### src/rtl/ioport_pkg.sv
package ioport_pkg;
  localparam int unsigned DEF_NUM_PORTS  = 8;
  localparam int unsigned DEF_PORT_W     = 8;
  localparam int unsigned DEF_ADDR_W     = 20;
  localparam int unsigned DEF_IO_SPACE_W = 16;
  localparam int unsigned DEF_SEL_LSB    = 1;
  localparam int unsigned DEF_SYNC_STAGES = 2;
endpackage

### src/rtl/ioport_strobe_sync.sv
module ioport_strobe_sync #(
  parameter int unsigned STAGES = 2
) (
  input  logic clk,
  input  logic rst_n_async,
  input  logic wr_n_async,
  output logic rst_n_sync,
  output logic wr_low,
  output logic wr_rise
);
  logic [STAGES-1:0] rst_q, rst_d;
  logic [STAGES:0]   wr_q, wr_d;

  always_comb begin
    rst_d = {rst_q[STAGES-2:0], 1'b1};
    wr_d  = {wr_q[STAGES-1:0], wr_n_async};
  end

  always_ff @(posedge clk or negedge rst_n_async) begin
    if (!rst_n_async) rst_q <= '0;
    else              rst_q <= rst_d;
  end

  assign rst_n_sync = rst_q[STAGES-1];

  always_ff @(posedge clk or negedge rst_n_sync) begin
    if (!rst_n_sync) wr_q <= '1;
    else             wr_q <= wr_d;
  end

  assign wr_low  = ~wr_q[STAGES-1];
  assign wr_rise = wr_q[STAGES-1] & ~wr_q[STAGES];
endmodule

### src/rtl/ioport_addr_decode.sv
module ioport_addr_decode #(
  parameter int unsigned ADDR_W     = 20,
  parameter int unsigned DATA_W     = 8,
  parameter int unsigned IO_SPACE_W = 16,
  parameter int unsigned SEL_LSB    = 1,
  parameter int unsigned NUM_PORTS  = 8,
  localparam int unsigned IDX_W     = $clog2(NUM_PORTS),
  localparam int unsigned EN_BIT    = IO_SPACE_W - 1
) (
  input  logic              clk,
  input  logic              rst_n,
  input  logic              wr_low,
  input  logic              wr_rise,
  input  logic              mem_io_n,
  input  logic [ADDR_W-1:0] addr,
  input  logic [DATA_W-1:0] data,
  output logic              cap_mem_io_n,
  output logic [ADDR_W-1:0] cap_addr,
  output logic [DATA_W-1:0] cap_data,
  output logic              wr_fire,
  output logic [IDX_W-1:0]  wr_idx
);
  logic              mem_d;
  logic [ADDR_W-1:0] addr_d;
  logic [DATA_W-1:0] data_d;
  logic              io_hit;

  always_comb begin
    mem_d  = cap_mem_io_n;
    addr_d = cap_addr;
    data_d = cap_data;
    if (wr_low) begin
      mem_d  = mem_io_n;
      addr_d = addr;
      data_d = data;
    end
  end

  always_ff @(posedge clk or negedge rst_n) begin
    if (!rst_n) begin
      cap_mem_io_n <= 1'b1;
      cap_addr     <= '0;
      cap_data     <= '0;
    end else begin
      cap_mem_io_n <= mem_d;
      cap_addr     <= addr_d;
      cap_data     <= data_d;
    end
  end

  always_comb begin
    io_hit = ~cap_mem_io_n
           & ~(|cap_addr[ADDR_W-1:IO_SPACE_W])
           & cap_addr[EN_BIT]
           & ~cap_addr[0];
    wr_fire = wr_rise & io_hit;
    wr_idx  = cap_addr[SEL_LSB +: IDX_W];
  end
endmodule

### src/rtl/ioport_latch_bank.sv
module ioport_latch_bank #(
  parameter int unsigned NUM_PORTS = 8,
  parameter int unsigned PORT_W    = 8,
  localparam int unsigned IDX_W    = $clog2(NUM_PORTS)
) (
  input  logic                        clk,
  input  logic                        rst_n,
  input  logic                        wr_fire,
  input  logic [IDX_W-1:0]            wr_idx,
  input  logic [PORT_W-1:0]           wr_data,
  output logic [NUM_PORTS*PORT_W-1:0] ports
);
  for (genvar i = 0; i < NUM_PORTS; i++) begin : g_port
    logic              en;
    logic [PORT_W-1:0] q, d;

    always_comb begin
      en = wr_fire && (wr_idx == IDX_W'(i));
      d  = en ? wr_data : q;
    end

    always_ff @(posedge clk or negedge rst_n) begin
      if (!rst_n) q <= '0;
      else        q <= d;
    end

    assign ports[i*PORT_W +: PORT_W] = q;
  end
endmodule

### src/rtl/ioport_out_bank.sv
module ioport_out_bank
  import ioport_pkg::*;
#(
  parameter int unsigned NUM_PORTS   = DEF_NUM_PORTS,
  parameter int unsigned PORT_W      = DEF_PORT_W,
  parameter int unsigned ADDR_W      = DEF_ADDR_W,
  parameter int unsigned IO_SPACE_W  = DEF_IO_SPACE_W,
  parameter int unsigned SEL_LSB     = DEF_SEL_LSB,
  parameter int unsigned SYNC_STAGES = DEF_SYNC_STAGES,
  localparam int unsigned IDX_W      = $clog2(NUM_PORTS),
  localparam int unsigned OUT_W      = NUM_PORTS * PORT_W
) (
  input  logic              clk,
  input  logic              rst_n,
  input  logic              mem_io_n,
  input  logic              wr_n,
  input  logic [ADDR_W-1:0] addr,
  input  logic [PORT_W-1:0] data,
  output logic [OUT_W-1:0]  port_out
);
  logic              rst_n_s;
  logic              wr_low;
  logic              wr_rise;
  logic              cap_mem_io_n;
  logic [ADDR_W-1:0] cap_addr;
  logic [PORT_W-1:0] cap_data;
  logic              wr_fire;
  logic [IDX_W-1:0]  wr_idx;

  ioport_strobe_sync #(.STAGES(SYNC_STAGES)) u_sync (
    .clk(clk), .rst_n_async(rst_n), .wr_n_async(wr_n),
    .rst_n_sync(rst_n_s), .wr_low(wr_low), .wr_rise(wr_rise)
  );

  ioport_addr_decode #(
    .ADDR_W(ADDR_W), .DATA_W(PORT_W), .IO_SPACE_W(IO_SPACE_W),
    .SEL_LSB(SEL_LSB), .NUM_PORTS(NUM_PORTS)
  ) u_dec (
    .clk(clk), .rst_n(rst_n_s), .wr_low(wr_low), .wr_rise(wr_rise),
    .mem_io_n(mem_io_n), .addr(addr), .data(data),
    .cap_mem_io_n(cap_mem_io_n), .cap_addr(cap_addr), .cap_data(cap_data),
    .wr_fire(wr_fire), .wr_idx(wr_idx)
  );

  ioport_latch_bank #(.NUM_PORTS(NUM_PORTS), .PORT_W(PORT_W)) u_bank (
    .clk(clk), .rst_n(rst_n_s), .wr_fire(wr_fire), .wr_idx(wr_idx),
    .wr_data(cap_data), .ports(port_out)
  );
endmodule

### config.mk
export PLATFORM = sky130hd
export DESIGN_NAME = ioport_out_bank
export DESIGN_NICKNAME = d
export VERILOG_FILES = /design/src/rtl/ioport_pkg.sv /design/src/rtl/ioport_strobe_sync.sv /design/src/rtl/ioport_addr_decode.sv /design/src/rtl/ioport_latch_bank.sv /design/src/rtl/ioport_out_bank.sv
export SDC_FILE = /design/constraint.sdc
export NUM_CORES = 1
export LEC_CHECK = 0
export ABC_AREA = 0
export BUFFER_PORTS_ARGS = -buffer_cell sky130_fd_sc_hd__buf_2
export CAP_MARGIN = 0
export CORE_MARGIN = 5
export CORE_UTILIZATION = 53
export CTS_BUF_LIST = sky130_fd_sc_hd__clkbuf_4
export DETAILED_ROUTE_END_ITERATION = 10
export GPL_ROUTABILITY_DRIVEN = 0
export PLACE_DENSITY_LB_ADDON = 0.2
export SLEW_MARGIN = 25
export SYNTH_ARGS = -nofsm -noshare
export SYNTH_HDL_FRONTEND = slang
export SYNTH_SLANG_ARGS = --single-unit
### constraint.sdc
create_clock -name clk -period 2.9 [get_ports clk]
set_input_delay 0.435 -clock clk [delete_from_list [all_inputs] [get_ports clk]]
set_output_delay 0.435 -clock clk [all_outputs]
set_load 0.01 [all_outputs]
## Word level (Yosys, flattened, before mapping)

Index checks and enable logic that the tools add are counted.

| storage, ports and cells | value |
|---|---|
| flip-flop bits (word level) | 98 |
| latch bits | 0 |
| bits in writable memories | 0 |
| bits in read-only memories | 0 |
| bits of input ports | 32 |
| output and inout bits | 64 |
| logic and storage cells | 39 |
| memories | 0 |

| operators by class | value |
|---|---|
| add/sub/neg operators | 0 |
| multipliers | 0 |
| div/mod/pow operators | 0 |
| magnitude comparators | 0 |
| equality and inequality tests | 7 |
| shift-type cells | 0 |
| multiplexer cells | 0 |
| bitwise gates (word level) | 9 |
| reduce and logical (&&, ||, !) cells | 10 |

Operators with widths:

| kind | count |
|---|---|
| $eq A3 B3 Y1 const B | 4 |
| $logic_and A1 B1 Y1 | 8 |
| $eq A3 B2 Y1 const B | 2 |
| $and A1 B1 Y1 | 5 |
| $not A1 Y1 | 4 |
| $reduce_or A4 Y1 | 1 |
| $eq A3 B1 Y1 const B | 1 |
| $logic_not A3 Y1 | 1 |

## Longest topological paths before layout

| logic depth | value |
|---|---|
| word-level depth | 7 |
| gate-level depth with buffers | 4 |
| gate-level depth less buffers | 3 |

## By module

Synthesis repeated with hierarchy kept, for this count alone.

| second synthesis, totals | value |
|---|---|
| cell total of the unflattened synthesis | 218 |
| area total of the unflattened synthesis | 3766.1 µm² |

By module, submodules not included:

| module | times used | cells each | area an instance (µm²) | seq. area each (µm²) |
|---|---|---|---|---|
| ioport_latch_bank | 1 | 143 | 2452.4 | 1601.5 |
| ioport_addr_decode | 1 | 67 | 1163.6 | 726.9 |
| ioport_strobe_sync | 1 | 8 | 150.1 | 128.9 |

## Least setup slack after synthesis

OpenSTA, ideal clock, no wires.

| timing path | value |
|---|---|
| kind | register to register |
| from | register u_sync.wr_q[1] |
| to | register u_bank.g_port[0].q[0] |
| library setup time | 125 ps |
| arrival | 1941 ps |
| required time | 2775 ps |
| path slack | 835 ps |
| stages on the path, launching flop included | 5 |
| path buffers | 1 |
| period minus slack after synthesis | 2065 ps |
| cells stage by stage | dfstp_2 or4b_1 buf_2 nor4_4 mux2_2 |

| on the way | value |
|---|---|
| longest elaborated chain between the ends | 3 |

RTL lines:

| item | line | source |
|---|---|---|
| from (decl) | ioport_strobe_sync.sv:12 | `logic [STAGES:0] wr_q, wr_d;` |
| from (signal assigned) | ioport_strobe_sync.sv:28 | `else wr_q <= wr_d;` |
| $and A1 B1 Y1 | ioport_strobe_sync.sv:32 | `assign wr_rise = wr_q[STAGES-1] & ~wr_q[STAGES];` |
| $and A1 B1 Y1 | ioport_addr_decode.sv:56 | `wr_fire = wr_rise & io_hit;` |
| $logic_and A1 B1 Y1 | ioport_latch_bank.sv:18 | `en = wr_fire && (wr_idx == IDX_W'(i));` |
| to (signal assigned) | ioport_latch_bank.sv:23 | `if (!rst_n) q <= '0;` |
| to (signal assigned) | ioport_latch_bank.sv:24 | `else q <= d;` |
| to (decl) | ioport_latch_bank.sv:15 | `logic [PORT_W-1:0] q, d;` |

Every way passes these cells.
A chain may end at the register's enable or synchronous reset.

## Worst setup path in the final report

| timing path | value |
|---|---|
| from | register u_sync.wr_q[1] |
| to | register u_bank.g_port[0].q[7] |

Same word-level chain as after synthesis.

==> impl_metrics.py <==
metrics = {
    "setup_path": {
        "required_ps": 3220,
        "crit_fanout": 8,
        "arrival_ps": 2660,
        "critPathKind": "reg2reg",
        "worst_setup_path_end_kind": "flip-flop",
        "start_kind": "flip-flop",
    },
    "logic_synthesis": {
        "ys_seq_area_share_pct": 65.54,
        "synth-edff-count": 0,
        "ys.flop_type": "dfrtp_1",
        "syn_inst": 192,
        "yosysWarnings": 0,
        "netlist_area_um2": 3329,
        "synthTopCellsByArea": "dfrtp_1 (62%), mux2_2 (28%), dfstp_2 (3.2%)",
        "yosys.area.top_type": "dfrtp_1",
        "synth_cell_types": 19,
        "ys_ff_latch": 87,
        "synth.most_common_cell": "dfrtp_1",
        "yosysTopAreaCellShare_pct": 62.38,
        "syn_nets": 224,
        "synthTopCellsByCount": "dfrtp_1 (83), mux2_2 (82), dfstp_2 (4), nand4_1 (4), nor4_4 (4)",
        "avgSynthCellArea_um2": 17.34,
        "ys_async_sr_fraction_pct": 100.0,
    },
    "floorplan": {
        "fp-row-count": 28,
        "initial_core_util_pct": 55.25,
        "die_w_um": 89.26,
        "pin_count": 96,
        "die_y_um": 89.26,
        "design.die.area_um2": 7967,
        "core-area_um2": 6026,
    },
    "grt": {
        "grt_start_max_net_pins": 47,
        "overflow": 0,
        "grt_pass1_vias": 2057,
        "grtUsageTotal_pct": 18.43,
        "antenna_found_initial": 0,
        "grt_pass1_wl_mm": 10.61,
    },
    "power_and_ir_drop": {
        "p_switching_uw": 494.5,
        "seqPwrFrac_pct": 63.0,
        "switching_share_pct": 23.52,
        "p_comb_share_pct": 5.3,
        "internal_power_mw": 1.608,
        "ir_worst_vdd_v": 0.0003765,
        "p_per_area_nw_per_um2": 525.0,
        "p_leak_nw": 2.173,
        "p_clk_share_pct": 31.7,
    },
    "timing": {
        "finalSetupTns_ps": 0,
        "finalSetupViolations": 0,
        "worst_pin_slew_ps": 646.9,
        "fmax_ghz": 0.4259,
        "relSlewSlack_pct": 56.55,
        "rsz0062_at_grt": "false",
        "hold_viol_final": 0,
        "period_minus_slack_ps": 2348,
        "fin_skew_ps": 20.47,
        "fin_crit_sh_pct": 80.96,
        "maxSlewViolCount": 0,
    },
    "drt": {
        "drt_first_pass_iters": 4,
        "first_iter_violations": 53,
        "via_count": 1926,
        "wl_per_cell_um": 17.98,
        "drc": 0,
        "drt_wl_total_mm": 6.581,
        "antenna_left": 0,
        "vias_per_cell": 5.262,
    },
    "final_layout": {
        "nFillCells": 470,
        "nets": 318,
        "design_area_um2": 4004,
        "areaGrowthSynthToFinish_pct": 20.26,
        "drive_above_1_share_pct": 67.01,
        "num_antenna_cells": 0,
    },
    "clock_tree": {
        "clk_latency_ps": 420,
        "clkSinkCount": 87,
        "clock_path_buffers": 2,
        "ctsResizeCount": 0,
        "numCtsBuffers": 9,
        "h-tree-depth": 3,
        "cts.clk_slew.worst_paths_ps": 120,
        "cts_tree": "done",
        "clockRootBuffer": "clkbuf_4",
    },
    "place": {
        "dp_hpwl_mm": 4.774,
        "io_buffers": 84,
        "placed_area_um2": 3857,
    },
    "hold_path": {
        "min_path_type": "in2reg",
    },
    "status": {
        "outcome": "finished clean",
    },
    "flow_run": {
        "maxCapViolCount": 0,
    },
}
[flip-flops by register name (all words and copies together) (netlist names)]
signal              cells
u_dec.cap_data          8
u_sync.wr_q             3
u_bank.g_port.q        64
u_dec.cap_addr          9
u_sync.rst_q            2
u_dec.cap_mem_io_n      1
[power groups by stage]
stage	logic, mW	clock network (mW)	registers [mW]
floorplan	0.0649	0	1.33
global placement	0.0966	0	1.36
detailed placement	0.113	0	1.35
CTS	0.115	0.684	1.33
global route	0.124	0.744	1.34
finish	0.112	0.666	1.32
[worst max-delay path, cell delays in order, from the launching register on]
cell and delay [ps]:
dfstp_2 550, or4b_1 630, nor4_4 660, mux2_2 400
[timing repair]
item | 4_1_cts | 5_1_grt
endpoints found under the hold margin | 2 | 0
hold buffers | 1 | 0
buffers inserted | 0 | 0
[worst paths after layout]
kind,from,end,slack (ps),cells past startpoint
worst max-delay path,u_sync.wr_q[1]$_DFF_PN1_,u_bank.g_port[0].q[7]$_DFFE_PN0P_,550,3
worst min-delay path,wr_n,u_sync.wr_q[0]$_DFF_PN1_,100,1
worst max register to register,u_sync.wr_q[1]$_DFF_PN1_,u_bank.g_port[0].q[7]$_DFFE_PN0P_,550,3
worst min register to register,u_sync.rst_q[1]$_DFF_PN0_,u_bank.g_port[5].q[5]$_DFFE_PN0P_,350,0
max in group asynchronous,u_sync.rst_q[1]$_DFF_PN0_,u_sync.wr_q[2]$_DFF_PN1_,1880,1
min in group asynchronous,rst_n,u_sync.rst_q[1]$_DFF_PN0_,300,2
[per-stage QoR]
| stage | power (mW) | std cells | hold WS (ps) | setup WS [ps] | util, % |
|---|---|---|---|---|---|
| finish | 2.102 | 366 | 101.7 | 552.2 | 66.45 |
| floorplan | 1.399 | 192 | 139.4 | 304.4 | - |
| global route | 2.203 | 366 | 55.85 | 438.5 | 66.45 |
| detailed placement | 1.464 | 349 | 220.4 | 531.0 | 64.02 |
| CTS | 2.125 | 366 | 77.90 | 519.9 | 66.45 |
| global placement | 1.453 | 348 | 218.8 | 556.9 | 63.68 |
[placed cells by master, fill, tap and decap left out, types with 4 or more instances in the layout]
cell,synthesis,final
clkbuf_4,0,12
nand4_1,4,4
dfrtp_1,83,82
buf_2,2,84
dfstp_2,4,4
mux2_2,82,82
nor4_4,4,4
[per-layer routing]
layer / track usage [%] / vias to the layer above / wire (um)
met2: 28.27 / 55 / 3204
li1: - / 899 / -
met4: 9.472 / 0 / 154
met3: 4.700 / 13 / 346
met5: 0 / - / 0
met1: 24.33 / 959 / 2875
[kinds of logic after synthesis]
kind of cell | count (synthesis) | synth area share [%]
flops | 87 | 65.54
simple gates | 18 | 6.088
mux | 82 | 27.73
buf+inv | 4 | 0.5259
other cells | 1 | 0.1126
[area by class of cell]
| cell class | count | area, um2 | area share (%) |
|---|---|---|---|
| Clock inverter | 4 | 46.29 | 1.156 |
| Timing Repair Buffer | 87 | 457.9 | 11.44 |
| Clock buffer | 12 | 90.09 | 2.250 |
| Sequential cell | 87 | 2186 | 54.59 |
| Multi-Input combinational cell | 101 | 1130 | 28.22 |
| Tap cell | 75 | 93.84 | 2.344 |
Note: power is estimated with default switching activity, not from simulation.
